$ cat config.mk
export PLATFORM = sky130hd
export DESIGN_NAME = fwx_loader
export DESIGN_NICKNAME = d
export VERILOG_FILES = /design/src/rtl/fwx_pkg.sv /design/src/rtl/fwx_cmd_decode.sv /design/src/rtl/fwx_chunk_ctr.sv /design/src/rtl/fwx_seq.sv /design/src/rtl/fwx_loader.sv
export SDC_FILE = /design/constraint.sdc
export NUM_CORES = 1
export LEC_CHECK = 0
export BUFFER_PORTS_ARGS = -buffer_cell sky130_fd_sc_hd__buf_2
export CAP_MARGIN = 25
export CORE_MARGIN = 2
export CORE_UTILIZATION = 47
export CTS_BUF_LIST = sky130_fd_sc_hd__clkbuf_2 sky130_fd_sc_hd__clkbuf_4 sky130_fd_sc_hd__clkbuf_8
export DETAILED_ROUTE_END_ITERATION = 10
export HOLD_SLACK_MARGIN = 0.1
export PLACE_DENSITY_LB_ADDON = 0.2
export SYNTH_ARGS = -nofsm -noshare
export SYNTH_HDL_FRONTEND = slang
export SYNTH_HIERARCHICAL = 1
export SYNTH_SLANG_ARGS = --single-unit
export TNS_END_PERCENT = 1
$ cat constraint.sdc
create_clock -name clk_i -period 2 [get_ports clk_i]
set_clock_uncertainty 0.05 [all_clocks]
set_input_delay 0.3 -clock clk_i [delete_from_list [all_inputs] [get_ports clk_i]]
set_output_delay 0.3 -clock clk_i [all_outputs]
set_load 0.01 [all_outputs]
$ cat src/rtl/fwx_pkg.sv
package fwx_pkg;
  localparam int unsigned CMD_W = 16;
  localparam int unsigned ST_W  = 32;

  localparam logic [CMD_W-1:0] CMD_ARM   = 16'h10FE;
  localparam logic [CMD_W-1:0] CMD_START = 16'h20FE;

  // ASCII-coded mailbox status words
  localparam logic [ST_W-1:0] ST_CLEAR = 32'h0000_0000;
  localparam logic [ST_W-1:0] ST_DONE  = 32'h444F_4E45;
  localparam logic [ST_W-1:0] ST_BADST = 32'h4241_444E;
  localparam logic [ST_W-1:0] ST_SNDLO = 32'h5478_4C4F;
  localparam logic [ST_W-1:0] ST_SNDHI = 32'h5478_4849;

  typedef enum logic [1:0] {
    KIND_HDR = 2'd0,
    KIND_LO  = 2'd1,
    KIND_HI  = 2'd2
  } kind_e;

  typedef enum logic [2:0] {
    PH_IDLE   = 3'd0,
    PH_ARMED  = 3'd1,
    PH_HDR_WR = 3'd2,
    PH_LO_WT  = 3'd3,
    PH_LO_WR  = 3'd4,
    PH_HI_WT  = 3'd5,
    PH_HI_WR  = 3'd6
  } phase_e;
endpackage

$ cat src/rtl/fwx_cmd_decode.sv
module fwx_cmd_decode
  import fwx_pkg::*;
(
  input  logic             cmd_valid_i,
  input  logic [CMD_W-1:0] cmd_i,
  output logic             arm_o,
  output logic             start_o
);
  always_comb begin
    arm_o   = cmd_valid_i && (cmd_i == CMD_ARM);
    start_o = cmd_valid_i && (cmd_i == CMD_START);
  end
endmodule

$ cat src/rtl/fwx_chunk_ctr.sv
module fwx_chunk_ctr #(
  parameter int unsigned N_CHUNKS = 4,
  localparam int unsigned CW = $clog2(N_CHUNKS + 1)
) (
  input  logic          clk_i,
  input  logic          rst_ni,
  input  logic          clr_i,
  input  logic          inc_i,
  output logic [CW-1:0] idx_o,
  output logic          last_o
);
  logic [CW-1:0] cnt_q;

  always_ff @(posedge clk_i or negedge rst_ni) begin
    if (!rst_ni)     cnt_q <= '0;
    else if (clr_i)  cnt_q <= '0;
    else if (inc_i && cnt_q != CW'(N_CHUNKS)) cnt_q <= cnt_q + 1'b1;
  end

  assign idx_o  = cnt_q;
  assign last_o = (cnt_q == CW'(N_CHUNKS - 1));
endmodule

$ cat src/rtl/fwx_seq.sv
module fwx_seq
  import fwx_pkg::*;
(
  input  logic            clk_i,
  input  logic            rst_ni,
  input  logic            arm_i,
  input  logic            start_i,
  input  logic            host_flag_i,
  input  logic            wr_done_i,
  input  logic            wr_ok_i,
  input  logic            last_i,
  output logic [ST_W-1:0] status_o,
  output logic            ctrl_flag_o,
  output logic            wr_req_o,
  output kind_e           wr_kind_o,
  output logic            ctr_clr_o,
  output logic            ctr_inc_o,
  output logic            result_valid_o,
  output logic            result_ok_o
);
  phase_e          phase_q;
  logic [ST_W-1:0] status_q;
  logic            flag_q, req_q, rv_q, rok_q;
  kind_e           kind_q;
  logic            data_wr, data_pass;

  always_comb begin
    data_wr   = (phase_q == PH_LO_WR) || (phase_q == PH_HI_WR);
    data_pass = data_wr && wr_done_i && wr_ok_i && !arm_i;
  end

  always_ff @(posedge clk_i or negedge rst_ni) begin
    if (!rst_ni) begin
      phase_q  <= PH_IDLE;
      status_q <= ST_CLEAR;
      flag_q   <= 1'b0;
      req_q    <= 1'b0;
      kind_q   <= KIND_HDR;
      rv_q     <= 1'b0;
      rok_q    <= 1'b0;
    end else begin
      req_q <= 1'b0;
      rv_q  <= 1'b0;
      rok_q <= 1'b0;
      if (arm_i) begin
        phase_q  <= PH_ARMED;
        status_q <= ST_CLEAR;
        flag_q   <= 1'b0;
      end else begin
        unique case (phase_q)
          PH_ARMED: if (start_i) begin
            phase_q <= PH_HDR_WR;
            req_q   <= 1'b1;
            kind_q  <= KIND_HDR;
          end
          PH_HDR_WR: if (wr_done_i) begin
            flag_q <= 1'b1;
            if (wr_ok_i) begin
              status_q <= ST_SNDLO;
              phase_q  <= PH_LO_WT;
            end else begin
              status_q <= ST_BADST;
              phase_q  <= PH_IDLE;
              rv_q     <= 1'b1;
            end
          end
          PH_LO_WT: if (host_flag_i) begin
            phase_q <= PH_LO_WR;
            req_q   <= 1'b1;
            kind_q  <= KIND_LO;
          end
          PH_HI_WT: if (!host_flag_i) begin
            phase_q <= PH_HI_WR;
            req_q   <= 1'b1;
            kind_q  <= KIND_HI;
          end
          PH_LO_WR, PH_HI_WR: if (wr_done_i) begin
            // answer the host by toggling, then post the outcome
            flag_q <= (phase_q == PH_HI_WR);
            if (!wr_ok_i) begin
              status_q <= ST_BADST;
              phase_q  <= PH_IDLE;
              rv_q     <= 1'b1;
            end else if (last_i) begin
              status_q <= ST_DONE;
              phase_q  <= PH_IDLE;
              rv_q     <= 1'b1;
              rok_q    <= 1'b1;
            end else if (phase_q == PH_LO_WR) begin
              status_q <= ST_SNDHI;
              phase_q  <= PH_HI_WT;
            end else begin
              status_q <= ST_SNDLO;
              phase_q  <= PH_LO_WT;
            end
          end
          default: ;
        endcase
      end
    end
  end

  assign status_o       = status_q;
  assign ctrl_flag_o    = flag_q;
  assign wr_req_o       = req_q;
  assign wr_kind_o      = kind_q;
  assign ctr_clr_o      = arm_i;
  assign ctr_inc_o      = data_pass;
  assign result_valid_o = rv_q;
  assign result_ok_o    = rok_q;
endmodule

$ cat src/rtl/fwx_loader.sv
module fwx_loader
  import fwx_pkg::*;
#(
  parameter int unsigned N_CHUNKS = 4,
  localparam int unsigned CW = $clog2(N_CHUNKS + 1)
) (
  input  logic            clk_i,
  input  logic            rst_ni,
  input  logic            cmd_valid_i,
  input  logic [15:0]     cmd_i,
  input  logic            host_flag_i,
  input  logic            wr_done_i,
  input  logic            wr_ok_i,
  output logic [31:0]     status_o,
  output logic            ctrl_flag_o,
  output logic            wr_req_o,
  output logic [1:0]      wr_kind_o,
  output logic [CW-1:0]   wr_index_o,
  output logic            result_valid_o,
  output logic            result_ok_o
);
  logic  arm, start, last, ctr_clr, ctr_inc;
  kind_e kind;

  fwx_cmd_decode u_dec (
    .cmd_valid_i (cmd_valid_i),
    .cmd_i       (cmd_i),
    .arm_o       (arm),
    .start_o     (start)
  );

  fwx_chunk_ctr #(.N_CHUNKS(N_CHUNKS)) u_ctr (
    .clk_i  (clk_i),
    .rst_ni (rst_ni),
    .clr_i  (ctr_clr),
    .inc_i  (ctr_inc),
    .idx_o  (wr_index_o),
    .last_o (last)
  );

  fwx_seq u_seq (
    .clk_i          (clk_i),
    .rst_ni         (rst_ni),
    .arm_i          (arm),
    .start_i        (start),
    .host_flag_i    (host_flag_i),
    .wr_done_i      (wr_done_i),
    .wr_ok_i        (wr_ok_i),
    .last_i         (last),
    .status_o       (status_o),
    .ctrl_flag_o    (ctrl_flag_o),
    .wr_req_o       (wr_req_o),
    .wr_kind_o      (kind),
    .ctr_clr_o      (ctr_clr),
    .ctr_inc_o      (ctr_inc),
    .result_valid_o (result_valid_o),
    .result_ok_o    (result_ok_o)
  );

  assign wr_kind_o = kind;
endmodule

=== After elaboration in Yosys (flattened, before gate mapping) ===
Index checks and enable logic that the tools add are counted.

* Add/subtract/negate cells: 1
* Equality and inequality tests: 18
* Mux-type cells: 45
* Bitwise logic cells: 1
* Reduce and logical (&&, ||, !) cells: 16

{| class="wikitable"
|+ Operators by type and width
! cell !! number
|-
| $mux W32 || 5
|-
| $pmux W32 S2 || 1
|-
| $mux W3 || 11
|-
| $mux W29 || 1
|-
| $mux W1 || 17
|-
| $eq A16 B13 Y1 const B || 1
|-
| $eq A16 B14 Y1 const B || 1
|-
| $ne A3 B2 Y1 const B || 5
|-
| $pmux W3 S5 || 1
|-
| $mux W11 || 1
|-
| $eq A3 B2 Y1 const B || 3
|-
| $eq A3 B3 Y1 const B || 3
|-
| $mux W2 || 4
|-
| $logic_and A1 B1 Y1 || 6
|-
| $ne A2 B2 Y1 const B || 3
|-
| $pmux W2 S3 || 1
|-
| $reduce_and A6 Y1 || 1
|-
| $reduce_bool A3 Y1 || 2
|-
| $reduce_bool A6 Y1 || 1
|-
| $reduce_and A5 Y1 || 1
|-
| $pmux W1 S2 || 2
|-
| $add A3 B1 Y3 const B || 1
|-
| $eq A3 B1 Y1 const B || 1
|-
| $ne A3 B3 Y1 const B || 1
|-
| other kinds (7) || 7
|}

* Flip-flop bits (word level): 44
* Input bits: 22
* Output and inout bits: 41
* Word-level logic and storage cells: 89

=== Longest topological paths before layout ===
Gate-level depths: netlist of the first run.

* Word-level depth: 8
* Gate-level depth with buffers: 8
* Gate-level depth less buffers: 8

=== By module ===
The synthesis of the first run kept the hierarchy.

{| class="wikitable"
|+ By module, submodules not included
! module !! instances !! cells each !! area an instance (um2) !! seq. area each (um2)
|-
| fwx_seq || 1 || 109 || 1043.5 || 450.4
|-
| fwx_chunk_ctr || 1 || 18 || 190.2 || 75.1
|-
| fwx_cmd_decode || 1 || 7 || 68.8 || 0.0
|}

=== Worst setup path after synthesis of the first run ===
No wires, ideal clock.

* Kind: input to register
* Start point: in cmd_i[8]
* End point: reg u_seq.phase_q[2]
* Library setup time: 0.121 ns
* Arrival time: 2.465 ns
* Data required time: 1.829 ns
* Slack: -0.636 ns
* Stages: 7
* Buffers on the path: 0
* Path through: or4_1 or4_4 nor3b_2 nand2b_1 a211oi_1 a211o_1 a22o_1

* Word-level cells in the longest chain between the ends: 4
* Elaborated cells on any way between the ends: 12
* Those cells by class: 7 x eq/ne; 1 x mux; 4 x reduce/logical

{| class="wikitable"
|+ RTL lines
! what !! line !! RTL
|-
| start, declared || fwx_loader.sv:10 || <nowiki>input logic [15:0] cmd_i,</nowiki>
|-
| $eq A16 B13 Y1 * || fwx_cmd_decode.sv:10 || <nowiki>arm_o = cmd_valid_i && (cmd_i == CMD_ARM);</nowiki>
|-
| $logic_and A1 B1 Y1 * || fwx_cmd_decode.sv:10 ||
|-
| named net arm || fwx_loader.sv:22 || <nowiki>logic arm, start, last, ctr_clr, ctr_inc;</nowiki>
|-
| $reduce_bool A6 Y1 (no source line) or $ne A3 B2 Y1 (tied branches) || n/a ||
|-
| $reduce_and A6 Y1 (no source line) || n/a ||
|-
| end signal, assigned || fwx_seq.sv:34 || <nowiki>phase_q <= PH_IDLE;</nowiki>
|-
| end signal, assigned || fwx_seq.sv:46 || <nowiki>phase_q <= PH_ARMED;</nowiki>
|-
| end signal, assigned || fwx_seq.sv:52 || <nowiki>phase_q <= PH_HDR_WR;</nowiki>
|-
| end, declared || fwx_seq.sv:21 || <nowiki>phase_e phase_q;</nowiki>
|}

Mark *: on every way through the listed nets, which the timed path passes. The rest lies on a longest branch.
A chain may end at the register's enable or synchronous reset.

=== Final worst setup path of the first run ===
Same ends and word-level chain as after synthesis.

==> reports/results.ini, run 1 <==
[run_status]
outcome = complete, but fails checks
violations = setup timing

[worst_setup_path]
cp.arrival_ns = 2.29
worst_ep_required_time_ns = 2.14
cp-end-kind = register
crit_buf_inv = 2
critPathSlowestCell = or4_1
r2r_setup_slack_ns = 0.18
cp_top_family = simple AND/OR/NAND/NOR gates
path_cells = buf_2 > or4_1 > or4_4 > nor3b_4 > buf_4 > a211oi_1 > a211o_1 > a22o_1
critPathLaunchType = input pin
slowest_delay_ns = 0.50
worstPathMaxFanout = 5
crit_type = input pin to register

[yosys]
synth.distinct_cells = 38
yosys_warnings = 6
synth_cells = 134
seq_area_frac_synth_pct = 40.3
synth.cell_area_um2 = 1300
synth.area.mux_share_pct = 4.13
synth_compound_area_share_pct = 16.9
synth-xor-area-share_pct = 0.672
synth-seq-cells = 21
synth_top_family_by_area = simple AND/OR/NAND/NOR gates
syn_avg_cell_area_um2 = 9.72
yosys.area_share.simple_pct = 17.9
synthAdderAreaFrac_pct = 2.88

[power]
vdd_ir_drop_max_mv = 0.786
power.density_nw_per_um2 = 1190
p_leak_nw = 0.814

[hold_path]
hold_path.class = input pin to register

[global_route]
grt_remaining_overflow = 0
antenna_found_initial = 0
met2_usage_pct = 27.9
grtUsageMet3_pct = 3.23
grt_pass1_wl_um = 4090
met1_usage_pct = 20.3
top_usage_layer = met2
grt_pass1_vias = 949
grtUsageTotal_pct = 16.1
grt_max_degree = 22

[floorplanning]
core_area_um2 = 2690
dieArea_um2 = 3210
die_h_um = 56.6
io_pins = 63
rows = 19
die_w_um = 56.6
start_util_pct = 48.5

[placement]
pre_cts_ws_ns = -0.486
dp_cells = 210
port_buffers = 50
dp_hpwl_um = 2040
place_congestion = 0.870

[drt]
vias = 1093
wl_per_cell_um = 12.1
first_iter_violations = 23
route.detailed.vias_per_inst = 5.08
drc_errors = 0
dr.pass1.iters = 4
ant_nets = 0
drt-total-wl_um = 2600

[clocking]
cts_setup_buffers = 0
clk_path_buf_depth = 2
insertion_delay_ns = 0.30
htreeDepth = 1
cts_num_sinks = 21
cts_tree = done
clk_pin_slew_ns = 0.12
clock-root-buffer = clkbuf_4
cts_made_buffers = 3

[timing]
period_needed_ns = 2.15
layout_setup_ws_ns = -0.151
grt_setup_unrepaired = yes
fmax_mhz = 465
drv_slew = 0
setup_viol_count_final = 14
period_share_pct = 108
hold_violations = 0

[final_layout]
most-common-layout-cells = buf_2 (50), dfrtp_1 (21), conb_1 (12)
antenna_cells = 0
drive_above_1_share_pct = 43.5
mostFrequentLayoutCell = buf_2
n_fill_cell = 245
final_cell_count_no_fill = 215
synthToLayoutAreaGrowth_pct = 22.1
nets = 210

[flow_run]
maxCapViolations = 0

-- routing by layer --
metal  wire, µm  share of wire, %  up-vias
met5          0                 0        -
met4         17              0.65        0
met3        218               8.4        2
met2       1280                49       55
met1       1080                42      504
li1           -                 -      532
-- cells in the mapped netlist (all sizes together) --
cell,number,area [µm²]
a2111oi,1,27.5
a211o,1,8.76
a211oi,2,15.0
a21boi,1,18.8
a21o,3,22.5
a21oi,6,33.8
a221o,1,10.0
a22o,4,35.0
a22oi,1,7.51
and2,1,6.26
buf,26,190
clkbuf,1,3.75
conb,1,3.75
dfrtp,21,526
ha,3,37.5
inv,7,26.3
mux2,3,33.8
mux2i,2,20.0
nand2,11,41.3
nand2b,2,12.5
nand3,1,5.00
nand3b,1,7.51
nand4b,2,17.5
nor2,11,41.3
nor2b,2,12.5
nor3,2,10.0
nor3b,2,25.0
nor4,1,12.5
o21ai,7,35.0
o22ai,1,6.26
or2,1,8.76
or2b,1,7.51
or3,1,6.26
or4,2,18.8
xnor2,1,8.76
-- metrics by stage --
step | utilization (%) | area (µm²) | setup TNS [ns] | power (W) | hold slack (ns)
3_3_place_gp | 57.1 | 1540 | -7.41 | 0.00165 | 0.217
3_5_place_dp | 57.1 | 1540 | -8.04 | 0.00169 | 0.230
6_report | 59.2 | 1590 | -1.25 | 0.00189 | 0.181
2_1_floorplan | - | 1360 | -4.69 | 0.00142 | -0.0456
4_1_cts | 59.2 | 1590 | -1.05 | 0.00190 | 0.169
5_1_grt | 59.2 | 1590 | -2.40 | 0.00204 | 0.172
-- where the power goes --
| group | total [W] | switching, W | internal [W] |
|---|---|---|---|
| clock | 0.000195 | 0.000121 | 0.0000744 |
| combinational | 0.000958 | 0.000507 | 0.000451 |
| sequential | 0.000739 | 0.000164 | 0.000575 |
-- sequential cells by signal, summed over array words and instances, names as in the netlist --
register	count
u_ctr/idx_o	3
u_seq/ctrl_flag_o	1
u_seq/phase_q	3
u_seq/status_o	9
u_seq/result_ok_o	1
u_seq/result_valid_o	1
u_seq/wr_kind_o	2
u_seq/wr_req_o	1
-- worst register-to-register path, delay by kind of cell, from the launching register on --
family,cells,cell delay [ns]
simple gates,4,0.73
flops,1,0.51
compound gates,1,0.25
mux,1,0.20
-- what timing repair did --
item	CTS	global route
resized for setup	3	0
endpoints found under the hold margin	21	0
pin swaps	0	0
hold buffers	1	0
endpoints found under the setup margin	18	18
-- final cells by class --
class	instances	area (µm²)	share of cell area, %
clock buffers	3	22.5	1.42
clock inverters	1	5.00	0.315
inverters	7	26.3	1.65
multi-input cells	90	629	39.6
flip-flops and latches	21	526	33.0
well taps	31	38.8	2.44
repair buffers	62	343	21.6
-- final timing paths --
check	from	to	cells after the start
max	cmd_i[8]	u_seq/phase_q[2]	8
min	wr_ok_i	u_seq/status_o[25]	2
max reg2reg	u_seq/phase_q[0]	u_ctr/idx_o[1]	6
min reg2reg	u_seq/status_o[16]	u_seq/status_o[16]	1
max in group asynchronous	rst_ni	u_seq/status_o[28]	2
min in group asynchronous	rst_ni	u_seq/status_o[3]	2
-- logic make-up after synthesis --
group / after synthesis
buffers and inverters: 34
other: 1
and+or+nand+nor: 41
adders and majority gates: 3
muxes: 5
xor gates and xnor gates: 1
DFF: 21
AOI/OAI and AO/OA: 28
No activity file was read; power rests on OpenSTA's default activity.
==> run 2, diff against run 1 <==
MAX_ROUTING_LAYER = met4   (was unset)
==> run 2 against run 1 <==
Effect of this change: the run still ends with setup timing left; maximum frequency is the same; non-clock buffer count is the same; cell area is the same; total power is essentially flat; register-to-register slack is essentially flat; clock-buffer cell count is the same; clock power is essentially flat; hold slack is the same; critical path depth is the same.
==> reports/results.ini, run 2 (same netlist as run 1, synthesis figures left out) <==
[drt]
wl_per_cell_um = 12.1
route.detailed.vias_per_inst = 5.08
first_iter_violations = 23
dr.pass1.iters = 4
drt-total-wl_um = 2600
drc_errors = 0
vias = 1093
ant_nets = 0

[final_layout]
mostFrequentLayoutCell = buf_2
antenna_cells = 0
final_cell_count_no_fill = 215
nets = 210
regArea_um2 = 526
most-common-layout-cells = buf_2 (50), dfrtp_1 (21), conb_1 (12)
synthToLayoutAreaGrowth_pct = 22.1
largest_register_ffs = 9
n_fill_cell = 245
multi_input_area_um2 = 629
drive_above_1_share_pct = 43.5

[placement]
port_buffers = 50
pre_cts_ws_ns = -0.486
place_congestion = 0.884
dp_cells = 210
dp_hpwl_um = 2040

[worst_setup_path]
slowest_delay_ns = 0.50
r2r_cells = 6
path_cells = buf_2 > or4_1 > or4_4 > nor3b_4 > buf_4 > a211oi_1 > a211o_1 > a22o_1
crit_buf_inv = 2
critPathSlowestCell = or4_1
worstPathMaxFanout = 5
rr_endpoint = u_ctr/idx_o[1]
r2r_setup_slack_ns = 0.18
path_depth = 8
cp.arrival_ns = 2.29
worst_ep_required_time_ns = 2.14
r2r-start = u_seq/phase_q[0]
critPathLaunchType = input pin
cp-end-kind = register
cp_top_family = simple AND/OR/NAND/NOR gates
crit_type = input pin to register

[run_status]
violations = setup timing
outcome = complete, but fails checks

[timing]
fmax_mhz = 465
drv_slew = 0
layout_setup_ws_ns = -0.151
period_needed_ns = 2.15
grt_setup_unrepaired = yes
hold_violations = 0
period_share_pct = 108
setup_viol_count_final = 14

[clocking]
cts_made_buffers = 3
insertion_delay_ns = 0.30
clk_path_buf_depth = 2
clock-root-buffer = clkbuf_4
cts_tree = done
clk_pin_slew_ns = 0.12
htreeDepth = 1
cts_num_sinks = 21

[power]
seqPwrFrac_pct = 39.1
internal_power_w = 0.00110
p_leak_nw = 0.814
combPwrFrac_pct = 50.6
swShare_pct = 41.8
p_clk_share_pct = 10.3
power.density_nw_per_um2 = 1190
p_switching_w = 0.000792
vdd_ir_drop_max_mv = 0.786

[floorplanning]
core_area_um2 = 2690
die_h_um = 56.6
io_pins = 63
die_w_um = 56.6
rows = 19
dieArea_um2 = 3210
start_util_pct = 48.5

[hold_path]
hold_path.class = input pin to register
worstHoldStart = wr_ok_i
holdPathEnd = u_seq/status_o[25]
whs_path_depth = 2

[global_route]
grt_pass1_vias = 949
grt_pass1_wl_um = 4090
grt_remaining_overflow = 0
grt_max_degree = 22
grtUsageTotal_pct = 16.5
antenna_found_initial = 0

[flow_run]
maxCapViolations = 0

==> run 2: how the worst max path moves through the flow <==
stage / from / to / slack [ns]
finish: cmd_i[8] / u_seq/phase_q[2] / -0.15
global route: cmd_i[8] / u_seq/phase_q[1] / -0.23
CTS: cmd_i[8] / u_seq/phase_q[2] / -0.13
detailed placement: cmd_i[8] / u_ctr/idx_o[1] / -0.49
global placement: cmd_i[8] / u_seq/status_o[16] / -0.45
floorplan: cmd_i[8] / u_seq/phase_q[2] / -0.47
==> run 2: power by group through the flow <==
stage	Sequential, W	Combinational [W]	Clock [W]
after global placement	0.000736	0.000918	0
after floorplan	0.000748	0.000669	0
final	0.000739	0.000958	0.000195
after detailed placement	0.000744	0.000943	0
after global routing	0.000766	0.00105	0.000227
after CTS	0.000737	0.000960	0.000208
==> run 2: layout make-up <==
class | count | area share, %
clock inverter | 1 | 0.315
timing repair buffer | 62 | 21.6
tap | 31 | 2.44
inverter | 7 | 1.65
sequential | 21 | 33.0
multi-input combinational | 90 | 39.6
clock buffer | 3 | 1.42
==> run 2: routing by layer <==
layer	vias to the layer above	share of wire (%)	GRT usage (%)
met4	0	0.65	4.08
met2	55	49	27.9
met5	-	0	-
met1	504	42	20.6
li1	532	-	-
met3	2	7.9	2.76
==> run 2: what timing repair did <==
| action | in CTS | in global routing |
|---|---|---|
| endpoints found under the hold margin | 21 | 0 |
| endpoints found under the setup margin | 18 | 18 |
| gates resized for setup | 3 | 0 |
| setup buffers | 0 | 0 |
| cloned | 0 | 0 |
| hold buffers | 1 | 0 |
==> run 2: per-stage QoR <==
step / TNS, ns / hold slack (ns) / util (%) / power (W) / area (µm²)
5_1_grt: -2.40 / 0.172 / 59.2 / 0.00204 / 1590
4_1_cts: -1.05 / 0.169 / 59.2 / 0.00190 / 1590
6_report: -1.25 / 0.181 / 59.2 / 0.00189 / 1590
2_1_floorplan: -4.69 / -0.0456 / - / 0.00142 / 1360
3_5_place_dp: -8.04 / 0.230 / 57.1 / 0.00169 / 1540
3_3_place_gp: -7.41 / 0.217 / 57.1 / 0.00165 / 1540
